$ cat src/rtl/ipu_pkg.sv
package ipu_pkg;

    typedef enum logic [2:0] {
        OP_NONE,
        OP_POLL,
        OP_ACCEPT,
        OP_RD_QIRR,
        OP_RD_OTHER,
        OP_SET_CPPR,
        OP_EOI,
        OP_SET_QIRR
    } bus_op_e;

endpackage

$ cat src/rtl/ipu_bus_decode.sv
module ipu_bus_decode
    import ipu_pkg::*;
#(
    parameter int ADDR_W   = 4,
    parameter int POLL_OFF = 0,
    parameter int XIRR_OFF = 4,
    parameter int QIRR_OFF = 12
) (
    input  logic              req,
    input  logic              we,
    input  logic [ADDR_W-1:0] addr,
    input  logic [3:0]        be,
    output bus_op_e           op
);
    localparam logic [ADDR_W-1:0] A_POLL = ADDR_W'(POLL_OFF);
    localparam logic [ADDR_W-1:0] A_XIRR = ADDR_W'(XIRR_OFF);
    localparam logic [ADDR_W-1:0] A_QIRR = ADDR_W'(QIRR_OFF);

    always_comb begin
        op = OP_NONE;
        if (req && !we) begin
            if (addr == A_POLL)      op = OP_POLL;
            else if (addr == A_XIRR) op = OP_ACCEPT;
            else if (addr == A_QIRR) op = OP_RD_QIRR;
            else                     op = OP_RD_OTHER;
        end else if (req && we) begin
            if (addr == A_XIRR) begin
                if (be == 4'b1111)      op = OP_EOI;
                else if (be == 4'b1000) op = OP_SET_CPPR;
            end else if (addr == A_QIRR && be[3]) begin
                op = OP_SET_QIRR;
            end
        end
    end
endmodule

$ cat src/rtl/ipu_arbiter.sv
module ipu_arbiter #(
    parameter int PRIO_W       = 8,
    parameter int VEC_W        = 24,
    parameter int IPI_VEC      = 2,
    parameter bit IPI_WINS_TIE = 1'b1
) (
    input  logic [PRIO_W-1:0] cppr,
    input  logic              ext_pend,
    input  logic [PRIO_W-1:0] ext_prio,
    input  logic [VEC_W-1:0]  ext_vec,
    input  logic [PRIO_W-1:0] qirr,
    input  logic              ipi_busy,
    output logic              win_valid,
    output logic              win_is_ipi,
    output logic [PRIO_W-1:0] win_prio,
    output logic [VEC_W-1:0]  win_vec
);
    localparam logic [PRIO_W-1:0] LEAST = '1;
    localparam logic [VEC_W-1:0]  IPI_V = VEC_W'(IPI_VEC);

    logic ext_ok;
    logic ipi_ok;
    logic ipi_beats_ext;

    assign ext_ok = ext_pend && (ext_prio < cppr);
    assign ipi_ok = !ipi_busy && (qirr != LEAST) && (qirr < cppr);

    generate
        if (IPI_WINS_TIE) begin : g_tie_ipi
            assign ipi_beats_ext = (qirr <= ext_prio);
        end else begin : g_tie_ext
            assign ipi_beats_ext = (qirr < ext_prio);
        end
    endgenerate

    always_comb begin
        win_valid  = ext_ok || ipi_ok;
        win_is_ipi = ipi_ok && (!ext_ok || ipi_beats_ext);
        win_prio   = win_is_ipi ? qirr : ext_prio;
        win_vec    = win_is_ipi ? IPI_V : ext_vec;
    end
endmodule

$ cat src/rtl/ipu_core.sv
module ipu_core
    import ipu_pkg::*;
#(
    parameter int PRIO_W  = 8,
    parameter int VEC_W   = 24,
    parameter int IPI_VEC = 2
) (
    input  logic                    clk,
    input  logic                    rst_n,
    input  bus_op_e                 op,
    input  logic [PRIO_W+VEC_W-1:0] wdata,
    input  logic                    src_req,
    input  logic [VEC_W-1:0]        src_vec,
    input  logic [PRIO_W-1:0]       src_prio,
    input  logic                    win_valid,
    input  logic                    win_is_ipi,
    input  logic [PRIO_W-1:0]       win_prio,
    input  logic [VEC_W-1:0]        win_vec,
    output logic [PRIO_W-1:0]       cppr,
    output logic [PRIO_W-1:0]       qirr,
    output logic                    ipi_busy,
    output logic                    pend,
    output logic [PRIO_W-1:0]       pend_prio,
    output logic [VEC_W-1:0]        pend_vec,
    output logic [PRIO_W+VEC_W-1:0] rdata,
    output logic                    rvalid,
    output logic                    eoi_valid,
    output logic [VEC_W-1:0]        eoi_vec
);
    localparam int WORD_W = PRIO_W + VEC_W;
    localparam logic [VEC_W-1:0] IPI_V = VEC_W'(IPI_VEC);

    typedef struct packed {
        logic [PRIO_W-1:0] cppr;
        logic [PRIO_W-1:0] qirr;
        logic              ipi_busy;
        logic              pend;
        logic [PRIO_W-1:0] pprio;
        logic [VEC_W-1:0]  pvec;
        logic [WORD_W-1:0] rdata;
        logic              rvalid;
        logic              eoi_valid;
        logic [VEC_W-1:0]  eoi_vec;
    } state_t;

    state_t s_d, s_q;
    logic [WORD_W-1:0] pres_word;
    logic [PRIO_W-1:0] wr_top;
    logic [VEC_W-1:0]  wr_vec;

    assign pres_word = {s_q.cppr, (win_valid ? win_vec : {VEC_W{1'b0}})};
    assign wr_top    = wdata[WORD_W-1:VEC_W];
    assign wr_vec    = wdata[VEC_W-1:0];

    always_comb begin
        s_d           = s_q;
        s_d.rvalid    = 1'b0;
        s_d.rdata     = '0;
        s_d.eoi_valid = 1'b0;

        if (src_req && !s_q.pend) begin
            s_d.pend  = 1'b1;
            s_d.pprio = src_prio;
            s_d.pvec  = src_vec;
        end

        case (op)
            OP_POLL: begin
                s_d.rvalid = 1'b1;
                s_d.rdata  = pres_word;
            end
            OP_ACCEPT: begin
                s_d.rvalid = 1'b1;
                s_d.rdata  = pres_word;
                if (win_valid) begin
                    s_d.cppr = win_prio;
                    if (win_is_ipi) s_d.ipi_busy = 1'b1;
                    else            s_d.pend     = 1'b0;
                end
            end
            OP_RD_QIRR: begin
                s_d.rvalid = 1'b1;
                s_d.rdata  = {s_q.qirr, {VEC_W{1'b0}}};
            end
            OP_RD_OTHER: begin
                s_d.rvalid = 1'b1;
            end
            OP_SET_CPPR: begin
                s_d.cppr = wr_top;
            end
            OP_EOI: begin
                s_d.cppr = wr_top;
                if (wr_vec == IPI_V) begin
                    s_d.ipi_busy = 1'b0;
                end else if (wr_vec != '0) begin
                    s_d.eoi_valid = 1'b1;
                    s_d.eoi_vec   = wr_vec;
                end
            end
            OP_SET_QIRR: begin
                s_d.qirr = wr_top;
            end
            default: ;
        endcase
    end

    always_ff @(posedge clk) begin
        if (!rst_n) begin
            s_q.cppr      <= '0;
            s_q.qirr      <= '1;
            s_q.ipi_busy  <= 1'b0;
            s_q.pend      <= 1'b0;
            s_q.pprio     <= '0;
            s_q.pvec      <= '0;
            s_q.rdata     <= '0;
            s_q.rvalid    <= 1'b0;
            s_q.eoi_valid <= 1'b0;
            s_q.eoi_vec   <= '0;
        end else begin
            s_q <= s_d;
        end
    end

    assign cppr      = s_q.cppr;
    assign qirr      = s_q.qirr;
    assign ipi_busy  = s_q.ipi_busy;
    assign pend      = s_q.pend;
    assign pend_prio = s_q.pprio;
    assign pend_vec  = s_q.pvec;
    assign rdata     = s_q.rdata;
    assign rvalid    = s_q.rvalid;
    assign eoi_valid = s_q.eoi_valid;
    assign eoi_vec   = s_q.eoi_vec;

    // the threshold moves to the priority of the claimed request
    assert_accept_cppr_R5: assert property (@(posedge clk) disable iff (!rst_n)
        (op == OP_ACCEPT && win_valid) |=> (s_q.cppr == $past(win_prio)));

    // a poll leaves threshold and in-service mark alone
    assert_poll_quiet_R4: assert property (@(posedge clk) disable iff (!rst_n)
        (op == OP_POLL) |=> ($stable(s_q.cppr) && $stable(s_q.ipi_busy)));

    // the source side never sees the reserved or spurious vector
    assert_eoi_vec_R10: assert property (@(posedge clk) disable iff (!rst_n)
        s_q.eoi_valid |-> (s_q.eoi_vec != IPI_V && s_q.eoi_vec != '0));

    // a held request survives until it is claimed
    assert_hold_R2: assert property (@(posedge clk) disable iff (!rst_n)
        (s_q.pend && !(op == OP_ACCEPT && win_valid && !win_is_ipi))
        |=> (s_q.pend && $stable(s_q.pvec)));
endmodule

$ cat src/rtl/ext_irq_presenter.sv
module ext_irq_presenter
    import ipu_pkg::*;
#(
    parameter int PRIO_W       = 8,
    parameter int VEC_W        = 24,
    parameter int ADDR_W       = 4,
    parameter int POLL_OFF     = 0,
    parameter int XIRR_OFF     = 4,
    parameter int QIRR_OFF     = 12,
    parameter int IPI_VEC      = 2,
    parameter bit IPI_WINS_TIE = 1'b1
) (
    input  logic                    clk,
    input  logic                    rst_n,
    input  logic                    bus_req,
    input  logic                    bus_we,
    input  logic [ADDR_W-1:0]       bus_addr,
    input  logic [3:0]              bus_be,
    input  logic [PRIO_W+VEC_W-1:0] bus_wdata,
    output logic [PRIO_W+VEC_W-1:0] bus_rdata,
    output logic                    bus_rvalid,
    input  logic                    src_req,
    input  logic [VEC_W-1:0]        src_vec,
    input  logic [PRIO_W-1:0]       src_prio,
    output logic                    src_ready,
    output logic                    eoi_valid,
    output logic [VEC_W-1:0]        eoi_vec,
    output logic                    irq_out
);
    bus_op_e           op;
    logic [PRIO_W-1:0] cppr, qirr, pend_prio, win_prio;
    logic              ipi_busy, pend, win_valid, win_is_ipi;
    logic [VEC_W-1:0]  pend_vec, win_vec;

    ipu_bus_decode #(
        .ADDR_W(ADDR_W), .POLL_OFF(POLL_OFF),
        .XIRR_OFF(XIRR_OFF), .QIRR_OFF(QIRR_OFF)
    ) u_dec (
        .req(bus_req), .we(bus_we), .addr(bus_addr), .be(bus_be), .op(op)
    );

    ipu_arbiter #(
        .PRIO_W(PRIO_W), .VEC_W(VEC_W),
        .IPI_VEC(IPI_VEC), .IPI_WINS_TIE(IPI_WINS_TIE)
    ) u_arb (
        .cppr(cppr), .ext_pend(pend), .ext_prio(pend_prio), .ext_vec(pend_vec),
        .qirr(qirr), .ipi_busy(ipi_busy),
        .win_valid(win_valid), .win_is_ipi(win_is_ipi),
        .win_prio(win_prio), .win_vec(win_vec)
    );

    ipu_core #(
        .PRIO_W(PRIO_W), .VEC_W(VEC_W), .IPI_VEC(IPI_VEC)
    ) u_core (
        .clk(clk), .rst_n(rst_n), .op(op), .wdata(bus_wdata),
        .src_req(src_req), .src_vec(src_vec), .src_prio(src_prio),
        .win_valid(win_valid), .win_is_ipi(win_is_ipi),
        .win_prio(win_prio), .win_vec(win_vec),
        .cppr(cppr), .qirr(qirr), .ipi_busy(ipi_busy), .pend(pend),
        .pend_prio(pend_prio), .pend_vec(pend_vec),
        .rdata(bus_rdata), .rvalid(bus_rvalid),
        .eoi_valid(eoi_valid), .eoi_vec(eoi_vec)
    );

    assign src_ready = !pend;
    assign irq_out   = win_valid;

    // every read is answered on the next clock
    assert_read_ack_R12: assert property (@(posedge clk) disable iff (!rst_n)
        (bus_req && !bus_we) |=> bus_rvalid);

    // no response without a read the cycle before
    assert_no_stray_ack_R12: assert property (@(posedge clk) disable iff (!rst_n)
        !(bus_req && !bus_we) |=> !bus_rvalid);
endmodule

$ cat config.mk
export PLATFORM = sky130hd
export DESIGN_NAME = ext_irq_presenter
export DESIGN_NICKNAME = d
export VERILOG_FILES = /design/src/rtl/ipu_pkg.sv /design/src/rtl/ipu_bus_decode.sv /design/src/rtl/ipu_arbiter.sv /design/src/rtl/ipu_core.sv /design/src/rtl/ext_irq_presenter.sv
export SDC_FILE = /design/constraint.sdc
export NUM_CORES = 1
export LEC_CHECK = 0
export ABC_CLOCK_PERIOD_IN_PS = 3700
export BUFFER_PORTS_ARGS = -buffer_cell sky130_fd_sc_hd__buf_2
export CAP_MARGIN = 10
export CORE_AREA = 2 2 91 127
export CTS_CLUSTER_SIZE = 30
export DETAILED_ROUTE_END_ITERATION = 8
export DIE_AREA = 0 0 93 129
export PLACE_DENSITY = 0.67
export SYNTH_ARGS = -nofsm -noshare
export SYNTH_HDL_FRONTEND = slang
export SYNTH_SLANG_ARGS = --single-unit
$ cat constraint.sdc
create_clock -name clk -period 3.7 [get_ports clk]
set_clock_uncertainty 0.1 [all_clocks]
set_input_delay 0.555 -clock clk [delete_from_list [all_inputs] [get_ports clk]]
set_output_delay 0.555 -clock clk [all_outputs]
set_load 0.1 [all_outputs]
==> qor.yml, run 1 <==
final_max_slew_viol_count: 0
antennaDiodeCount: 0
synth_adder_area_share: 0.05765
critPathMaxFanout: 5
grt_antenna_before_repair: 0
hold_start: "bus_wdata[24]"
dieArea_sq_um: 12000
clk_pin_slew_worst_paths_ns: 0.08
ant_nets: 0
io_pins: 137
yosys.area.top_type_share: 0.4528
arrival_ns: 2.50
ys.warnings.count: 0
clk_path_buf_depth: 2
wl_mm: 10.41
crit_start: "u_core.cppr[1]"
cts_resized: 0
hold_viol: 0
slowest_delay_ns: 0.53
leakagePower_nw: 2.493
fmax_ghz: 0.3167
synth_seq_cells: 108
nNetsFinal: 712
netlist_area_sq_um: 4775
clk_latency_ns: 0.35
setup-violations-final: 0
grt_pass1_wl_mm: 16.70
ir_drop_mv: 0.2717
cts_buffers: 9
async_flop_share: 0
critPathBufInv: 3
layout.cells.non_filler: 759
postCtsHoldBufs: 0
port_buffers: 136
wl_per_cell_um: 13.71
postSynthAreaPerCell_sq_um: 9.784
synth_compound_area_frac: 0.1659
grt_overflow_total: 0
cp_slowest_cell: "or4_1"
cts.sinks: 108
place_inst: 743
regArea_sq_um: 2162
place_hpwl_mm: 7.785
worstMarginPinSlew_ns: 1.021
period_share: 0.8534
synth-xor-area-share: 0.001834
rsz0062_at_grt: "false"
min_path_type: "in2reg"
track_usage: 0.1732
ys.flop_type: "dfxtp_1"
path_delay_family: "buffers and inverters"
place_area_sq_um: 5518
num_vias: 3836
powerDensity_nw_per_um2: 408.5
die_w_um: 93
place_congestion: 0.9787
coreArea_sq_um: 10810
r2r-start: "u_core.cppr[1]"
htree_levels: 3
multiInputGateArea_sq_um: 2409
drtIter0Drc: 198
dp_slack_ns: 0.9649
area_delta_synth_final_pct: 21.88
cap_violations: 0
drt_drc_violations_left: 0
synth_mux_area_frac: 0.06499
synth_largest_area_cell: "dfxtp_1"
rows: 45
worstSetupPathType: "reg2out"
slew_headroom: 0.3174
hold_ws_ns: 0.3336
yosysUniqueCellTypes: 59
power_mw: 2.377
worst_ep_required_time_ns: 3.04
period_needed_ns: 3.158
final_area_sq_um: 5819
postLayoutCoreUtil: 0.5383
synthCells: 488
fin_setup_tns_ns: 0
cts_tree: "built"
cts_setup_buffers: 0
synth_seq_area_share: 0.4528
synth_nets: 587
fillers: 1013
synth_top_family_by_area: "simple AND/OR/NAND/NOR gates"
crit_path_end_kind: "output pin"
fin_ws_ns: 0.5424
synth_edf_count: 0
synthSimpleGateAreaFrac: 0.2136
cp-start-kind: "register"
cp_cell_sequence: "inv_1, ha_1, or4_1, a21oi_1, o31a_2, a21oi_1, inv_1, buf_2"
grt_pass1_vias: 3635
vias_per_cell: 5.054
root_buffer: "clkbuf_16"
grt_max_degree: 86
status: "complete, no violations"
initial_core_util: 0.4417
layout-drive-gt1-share: 0.3188
firstDrtPassIters: 4
synth_area_leaders: "dfxtp_1 45%, mux2i_1 6.5%, nand2_1 6.3%"
dieHeight_um: 129
state kept, by name (all words and copies together) (netlist names):
name and flops:
u_core.pend_prio 8, u_core.qirr 8, u_core.rdata 32, u_core.cppr 8, u_core.eoi_vec 24, u_core.pend 1
u_core.ipi_busy 1, u_core.pend_vec 24, u_core.rvalid 1, u_core.eoi_valid 1
logic make-up (layout without fill, tap and decap cells):
kind of cell / Yosys count / after routing
AO/OA/AOI/OAI: 101 / 101
XOR/XNOR: 1 / 1
adder cells (fa/ha/maj): 22 / 22
buffers and inverters: 44 / 174
flip-flops: 108 / 108
multiplexers: 31 / 31
AND/OR/NAND/NOR: 181 / 181
synthesized netlist by cell type, types with 3 or more instances:
cell type and n:
nand3_1 6, ha_1 22, nand2_1 80, buf_2 3
mux2i_1 31, a21oi_1 15, and2_1 4, and2_4 20
nor2b_1 36, and2_2 3, a21boi_0 34, nand4_1 6
clkbuf_1 16, a22oi_1 8, dfxtp_1 108, o22ai_1 6
nor2_1 4, nor3_1 3, nor4_1 5, o221ai_1 7
buf_6 5, o21a_1 3, inv_1 19, o21ai_0 3
area by class of cell:
| type | count | area share |
|---|---|---|
| Multi-Input combinational cell | 336 | 0.4139 |
| Sequential cell | 108 | 0.3715 |
| Timing Repair Buffer | 138 | 0.1195 |
| Clock buffer | 9 | 0.03870 |
| Tap cell | 141 | 0.03032 |
| Clock inverter | 7 | 0.01312 |
| Inverter | 20 | 0.01290 |
routing by layer:
| layer | up-vias | GRT usage | wire length, um |
|---|---|---|---|
| li1 | 1943 | - | - |
| met1 | 1741 | 0.1968 | 4336 |
| met2 | 141 | 0.3031 | 5075 |
| met3 | 11 | 0.05504 | 853 |
| met4 | 0 | 0.06488 | 138 |
| met5 | - | 0 | 0 |
report_power, final:
group | total, mW | switching, mW | internal, mW | leakage [nW]
clock | 0.952 | 0.469 | 0.483 | 0.149
combinational | 0.223 | 0.135 | 0.0886 | 1.47
sequential | 1.20 | 0.0157 | 1.19 | 0.876
final timing paths:
path | depth (start not counted) | endpoint | slack, ns
hold / removal | 3 | u_core.qirr[0] | 0.33
setup reg to reg | 8 | u_core.rdata[20] | 1.19
hold reg to reg | 2 | u_core.pend_vec[3] | 0.36
setup / recovery | 8 | irq_out | 0.54
placed cells by master, fill, tap and decap left out, drive strengths merged, types with 5 or more instances in the layout:
master,netlist,routed
buf,8,138
dfxtp,108,108
nand2,82,82
nor2b,36,36
a21boi,35,35
mux2i,31,31
and2,27,27
inv,20,25
ha,22,22
a21oi,15,15
clkbuf,16,9
a22oi,8,8
o221ai,8,8
o21ai,8,8
nor2,7,7
nand4,6,6
nand3,6,6
o22ai,6,6
nor4,5,5
worst register-to-register path: stages (launching register included):
cell and delay (ns):
dfxtp_1 0.36, inv_1 0.07, ha_1 0.19, or4_1 0.53, a21oi_1 0.20, o31a_2 0.21, o21a_1 0.22, and3_4 0.39
and2_4 0.19
(Power assumes the default switching activity.)
==> run 2, diff against run 1 <==
--- a/config.mk
+++ b/config.mk
@@ -9,10 +9,12 @@
 export BUFFER_PORTS_ARGS = -buffer_cell sky130_fd_sc_hd__buf_2
 export CAP_MARGIN = 10
 export CORE_AREA = 2 2 91 127
+export CTS_BUF_LIST = sky130_fd_sc_hd__clkbuf_16
 export CTS_CLUSTER_SIZE = 30
 export DETAILED_ROUTE_END_ITERATION = 8
 export DIE_AREA = 0 0 93 129
 export PLACE_DENSITY = 0.67
+export RECOVER_POWER = 25
 export SYNTH_ARGS = -nofsm -noshare
 export SYNTH_HDL_FRONTEND = slang
 export SYNTH_SLANG_ARGS = --single-unit
==> run 2 against run 1 <==
Fmax about the same. Wire length increased by 0.33%. Non-clock buffer count unchanged. Largest cell class unchanged. Highest routed layer unchanged. Final cell count unchanged. Critical path type unchanged. Clock power about the same. Total power about the same.
==> qor.yml, run 2 (synthesized netlist as in run 1, its figures left out) <==
drtIter0Drc: 161
postCtsHoldBufs: 0
cts.sinks: 108
coreArea_sq_um: 10810
port_buffers: 136
final_cell_mix: "108 x dfxtp_1, 95 x buf_2, 80 x nand2_1"
die_w_um: 93
clk_pin_slew_worst_paths_ns: 0.08
grt_overflow_total: 0
regArea_sq_um: 2162
slew_headroom: 0.08708
place_area_sq_um: 5518
cts_resized: 0
min_path_type: "in2reg"
layout.cells.non_filler: 759
setup-violations-final: 0
place_hpwl_mm: 7.785
regMostFlops: "u_core.rdata"
wl_per_cell_um: 13.75
rows: 45
antennaDiodeCount: 0
layout_commonest_cell: "dfxtp_1"
cts_setup_buffers: 0
critPathMaxFanout: 5
dieHeight_um: 129
firstDrtPassIters: 4
worstSetupPathType: "reg2out"
place_congestion: 0.9787
final_max_slew_viol_count: 0
fmax_ghz: 0.3164
cts_tree: "built"
place_inst: 743
arrival_ns: 2.51
cts_buffers: 9
status: "complete, no violations"
initial_core_util: 0.4417
worst_ep_required_time_ns: 3.04
worstMarginPinSlew_ns: 1.369
nNetsFinal: 712
ir_drop_mv: 0.2717
root_buffer: "clkbuf_16"
clk_latency_ns: 0.35
cp-start-kind: "register"
multiInputGateArea_sq_um: 2409
grt_max_degree: 86
wl_mm: 10.44
fillers: 1039
fin_setup_tns_ns: 0
grt_pass1_vias: 3635
area_delta_synth_final_pct: 20.75
ant_nets: 0
cap_violations: 0
power_mw: 2.377
grt_pass1_wl_mm: 16.70
rsz0062_at_grt: "false"
dieArea_sq_um: 12000
period_needed_ns: 3.160
num_vias: 3811
grt_antenna_before_repair: 0
leakagePower_nw: 2.312
clk_path_buf_depth: 2
vias_per_cell: 5.021
drt_drc_violations_left: 0
largest_register_ffs: 32
final_area_sq_um: 5766
layout-drive-gt1-share: 0.2524
io_pins: 137
period_share: 0.8541
htree_levels: 3
powerDensity_nw_per_um2: 412.2
crit_path_end_kind: "output pin"
track_usage: 0.1732
hold_viol: 0
## run 2: changes by cell type in the layout (fill, tap and decap cells not counted), sizes merged
cell	previous run	this run
clkbuf	9	51
buf	138	96
## run 2: worst max-delay path, cell delays in order, from the launching register on
cell and delay (ns):
dfxtp_1 0.36, inv_1 0.07, ha_1 0.20, or4_1 0.53, a21oi_1 0.20, o31a_2 0.21
a21oi_1 0.09, inv_1 0.08, buf_2 0.43
## run 2: path summary, 6_finish.rpt
check,start,endpoint,slack [ns],cells after the start
setup / recovery,u_core.cppr[1],irq_out,0.54,8
hold / removal,bus_wdata[24],u_core.qirr[0],0.33,3
setup reg to reg,u_core.cppr[1],u_core.cppr[6],1.17,9
hold reg to reg,u_core.pend_vec[3],u_core.pend_vec[3],0.37,2
## run 2: cell type report
type                    count  area share
flip-flops and latches    108      0.3750
clock buffers               9     0.03906
clock inverters             7     0.01324
repair buffers            138      0.1113
inverters                  20     0.01302
well taps                 141     0.03060
multi-input cells         336      0.4178
## run 2: power by group
part / leakage [nW] / total, mW / switching, mW / internal [mW]
sequential: 0.876 / 1.20 / 0.0158 / 1.19
clock: 0.149 / 0.951 / 0.468 / 0.483
combinational: 1.29 / 0.224 / 0.135 / 0.0888
total: 2.31 / 2.38 / 0.619 / 1.76
## run 2: layer usage
layer / vias to the layer above / routed length, um / GRT usage
met2: 139 / 5042 / 0.3031
met3: 11 / 833 / 0.05504
met1: 1717 / 4426 / 0.1968
li1: 1944 / - / -
met5: - / 0 / 0
met4: 0 / 136 / 0.06488
## run 2: per-stage QoR
stage	hold slack, ns	setup slack, ns	utilization
after detailed placement	0.3552	0.9649	0.5104
after CTS	0.3247	0.5852	0.5383
after floorplan	0.3323	0.9939	-
after global placement	0.3514	0.9818	0.5104
final	0.3346	0.5397	0.5333
after global routing	0.3413	0.4277	0.5333
==> run 3, diff against run 2 <==
--- a/config.mk
+++ b/config.mk
@@ -5,7 +5,7 @@
 export SDC_FILE = /design/constraint.sdc
 export NUM_CORES = 1
 export LEC_CHECK = 0
-export ABC_CLOCK_PERIOD_IN_PS = 3700
+export ABC_CLOCK_PERIOD_IN_PS = 2750
 export BUFFER_PORTS_ARGS = -buffer_cell sky130_fd_sc_hd__buf_2
 export CAP_MARGIN = 10
 export CORE_AREA = 2 2 91 127
@@ -13,7 +13,7 @@
 export CTS_CLUSTER_SIZE = 30
 export DETAILED_ROUTE_END_ITERATION = 8
 export DIE_AREA = 0 0 93 129
-export PLACE_DENSITY = 0.67
+export PLACE_DENSITY = 0.7
 export RECOVER_POWER = 25
 export SYNTH_ARGS = -nofsm -noshare
 export SYNTH_HDL_FRONTEND = slang
==> constraint.sdc (replaced) <==
create_clock -name clk -period 2.75 [get_ports clk]
set_clock_uncertainty 0.1 [all_clocks]
set_input_delay 0.4125 -clock clk [delete_from_list [all_inputs] [get_ports clk]]
set_output_delay 0.4125 -clock clk [all_outputs]
set_load 0.1 [all_outputs]
==> run 3 against run 2 <==
Flip-flop and latch count is the same. Clock power increased by 38%. Total power increased by 36%. Design area rose by 1.7%. Critical path depth unchanged. Sequential share of layout area down 0.64 points. Register-to-register slack worse by 0.91 ns. Non-clock buffer count increased by 4. Highest routed layer unchanged.
==> qor.yml, run 3 (synthesized netlist as in run 1, its figures left out) <==
crit_start: "u_core.cppr[2]"
setup-violations-final: 0
reg2reg_setup_slack_ns: 0.26
port_buffers: 136
r2r_cells: 9
firstDrtPassIters: 4
fin_ws_ns: 0.1134
ir_drop_mv: 0.3512
layout-drive-gt1-share: 0.3119
hold_ws_ns: 0.1960
cts_buffers: 9
dp_slack_ns: 0.2153
period_share: 0.9587
nNetsFinal: 716
arrival_ns: 2.12
slew_headroom: 0.03051
cap_violations: 0
postCtsHoldBufs: 0
worst_ep_required_time_ns: 2.24
crit_path_end_kind: "output pin"
rows: 45
largest_register_ffs: 32
status: "complete, no violations"
coreArea_sq_um: 10810
htree_levels: 3
grt_overflow_total: 0
place_inst: 746
powerDensity_nw_per_um2: 552.7
num_vias: 3893
grt_pass1_vias: 3847
vias_per_cell: 5.102
met2_usage: 0.3188
leakagePower_nw: 2.470
dieArea_sq_um: 12000
place_hpwl_mm: 8.188
rsz0062_at_grt: "false"
root_buffer: "clkbuf_16"
grt_max_degree: 38
clk_latency_ns: 0.35
track_usage: 0.1805
r2r-end: "u_core.rdata[2]"
die_w_um: 93
worstMarginPinSlew_ns: 1.454
fmax_ghz: 0.3793
wl_per_cell_um: 13.98
final_cell_mix: "125 x buf_2, 108 x dfxtp_1, 80 x nand2_1"
clk_pin_slew_worst_paths_ns: 0.07
grt_pass1_wl_mm: 17.23
hold_viol: 0
grt_antenna_before_repair: 0
postLayoutCoreUtil: 0.5426
place_congestion: 0.9241
layout.cells.non_filler: 763
min_path_type: "in2reg"
drtIter0Drc: 129
cp-start-kind: "register"
cts_tree: "built"
top_usage_layer: "met2"
regMostFlops: "u_core.rdata"
ant_nets: 0
critPathMaxFanout: 3
r2r-start: "u_core.cppr[2]"
clk_path_buf_depth: 2
fin_setup_tns_ns: 0
io_pins: 137
initial_core_util: 0.4417
met1_usage: 0.1995
final_max_slew_viol_count: 0
area_delta_synth_final_pct: 22.85
drt_drc_violations_left: 0
dieHeight_um: 129
layout_commonest_cell: "buf_2"
grt_use_met3: 0.06089
wl_mm: 10.66
endpoint: "irq_out"
period_needed_ns: 2.637
worstSetupPathType: "reg2out"
cts.sinks: 108
antennaDiodeCount: 0
[run 3: cell types whose count changed in the layout (fill, tap and decap cells not counted), moves of 2 or more]
cell,previous run,this run
buf_4,1,5
inv_6,2,0
a21oi_2,0,3
a21oi_1,15,12
buf_2,95,125
clkbuf_1,41,11
[run 3: what timing repair did]
action / CTS / global route
setup buffers: 1 / 0
gates cloned: 0 / 0
resized for setup: 0 / 4
pin swaps: 1 / 0
endpoints found under the setup margin: 1 / 1
[run 3: worst max-delay path, cell delays in order (launching register included)]
cell and delay, ns:
dfxtp_1 0.36, inv_1 0.08, ha_1 0.21, or4_1 0.52, a21oi_2 0.13, o31a_2 0.16
a21oi_2 0.06, inv_2 0.09, buf_12 0.17
[run 3: area by class of cell]
class	instances	area, sq um
fillers	1000	4945
multi-input cells	336	2420
flip-flops and latches	108	2162
repair buffers	142	724.4
clock buffers	9	225.2
well taps	141	176.4
clock inverters	7	82.58
inverters	20	75.07
[run 3: how the worst min path moves through the flow]
stage | slack, ns | depth (start not counted) | start | endpoint
final | 0.20 | 3 | bus_wdata[26] | u_core.qirr[2]
after global routing | 0.20 | 3 | bus_wdata[29] | u_core.qirr[5]
after CTS | 0.19 | 3 | bus_wdata[26] | u_core.qirr[2]
after detailed placement | 0.35 | 2 | u_core.pend_vec[0] | u_core.pend_vec[0]
after global placement | 0.35 | 2 | u_core.pend_vec[14] | u_core.pend_vec[14]
after floorplan | 0.33 | 2 | u_core.pend_vec[1] | u_core.rdata[1]
[run 3: report_power, final]
| part | total [mW] | switching (mW) | internal [mW] |
|---|---|---|---|
| sequential | 1.62 | 0.0214 | 1.60 |
| clock | 1.31 | 0.588 | 0.720 |
| combinational | 0.316 | 0.186 | 0.130 |
| total | 3.24 | 0.796 | 2.45 |
[run 3: metal layers]
metal	part of all wire	routed length, um
met5	0	0
met3	0.073	778
met4	0.018	197
met1	0.41	4354
met2	0.50	5332
[run 3: through the flow]
step           instance area (sq um)  power (mW)
2_1_floorplan                   4775       1.846
3_3_place_gp                    5555       1.954
3_5_place_dp                    5555       1.965
4_1_cts                         5871       3.276
5_1_grt                         5866       3.380
6_report                        5866       3.242
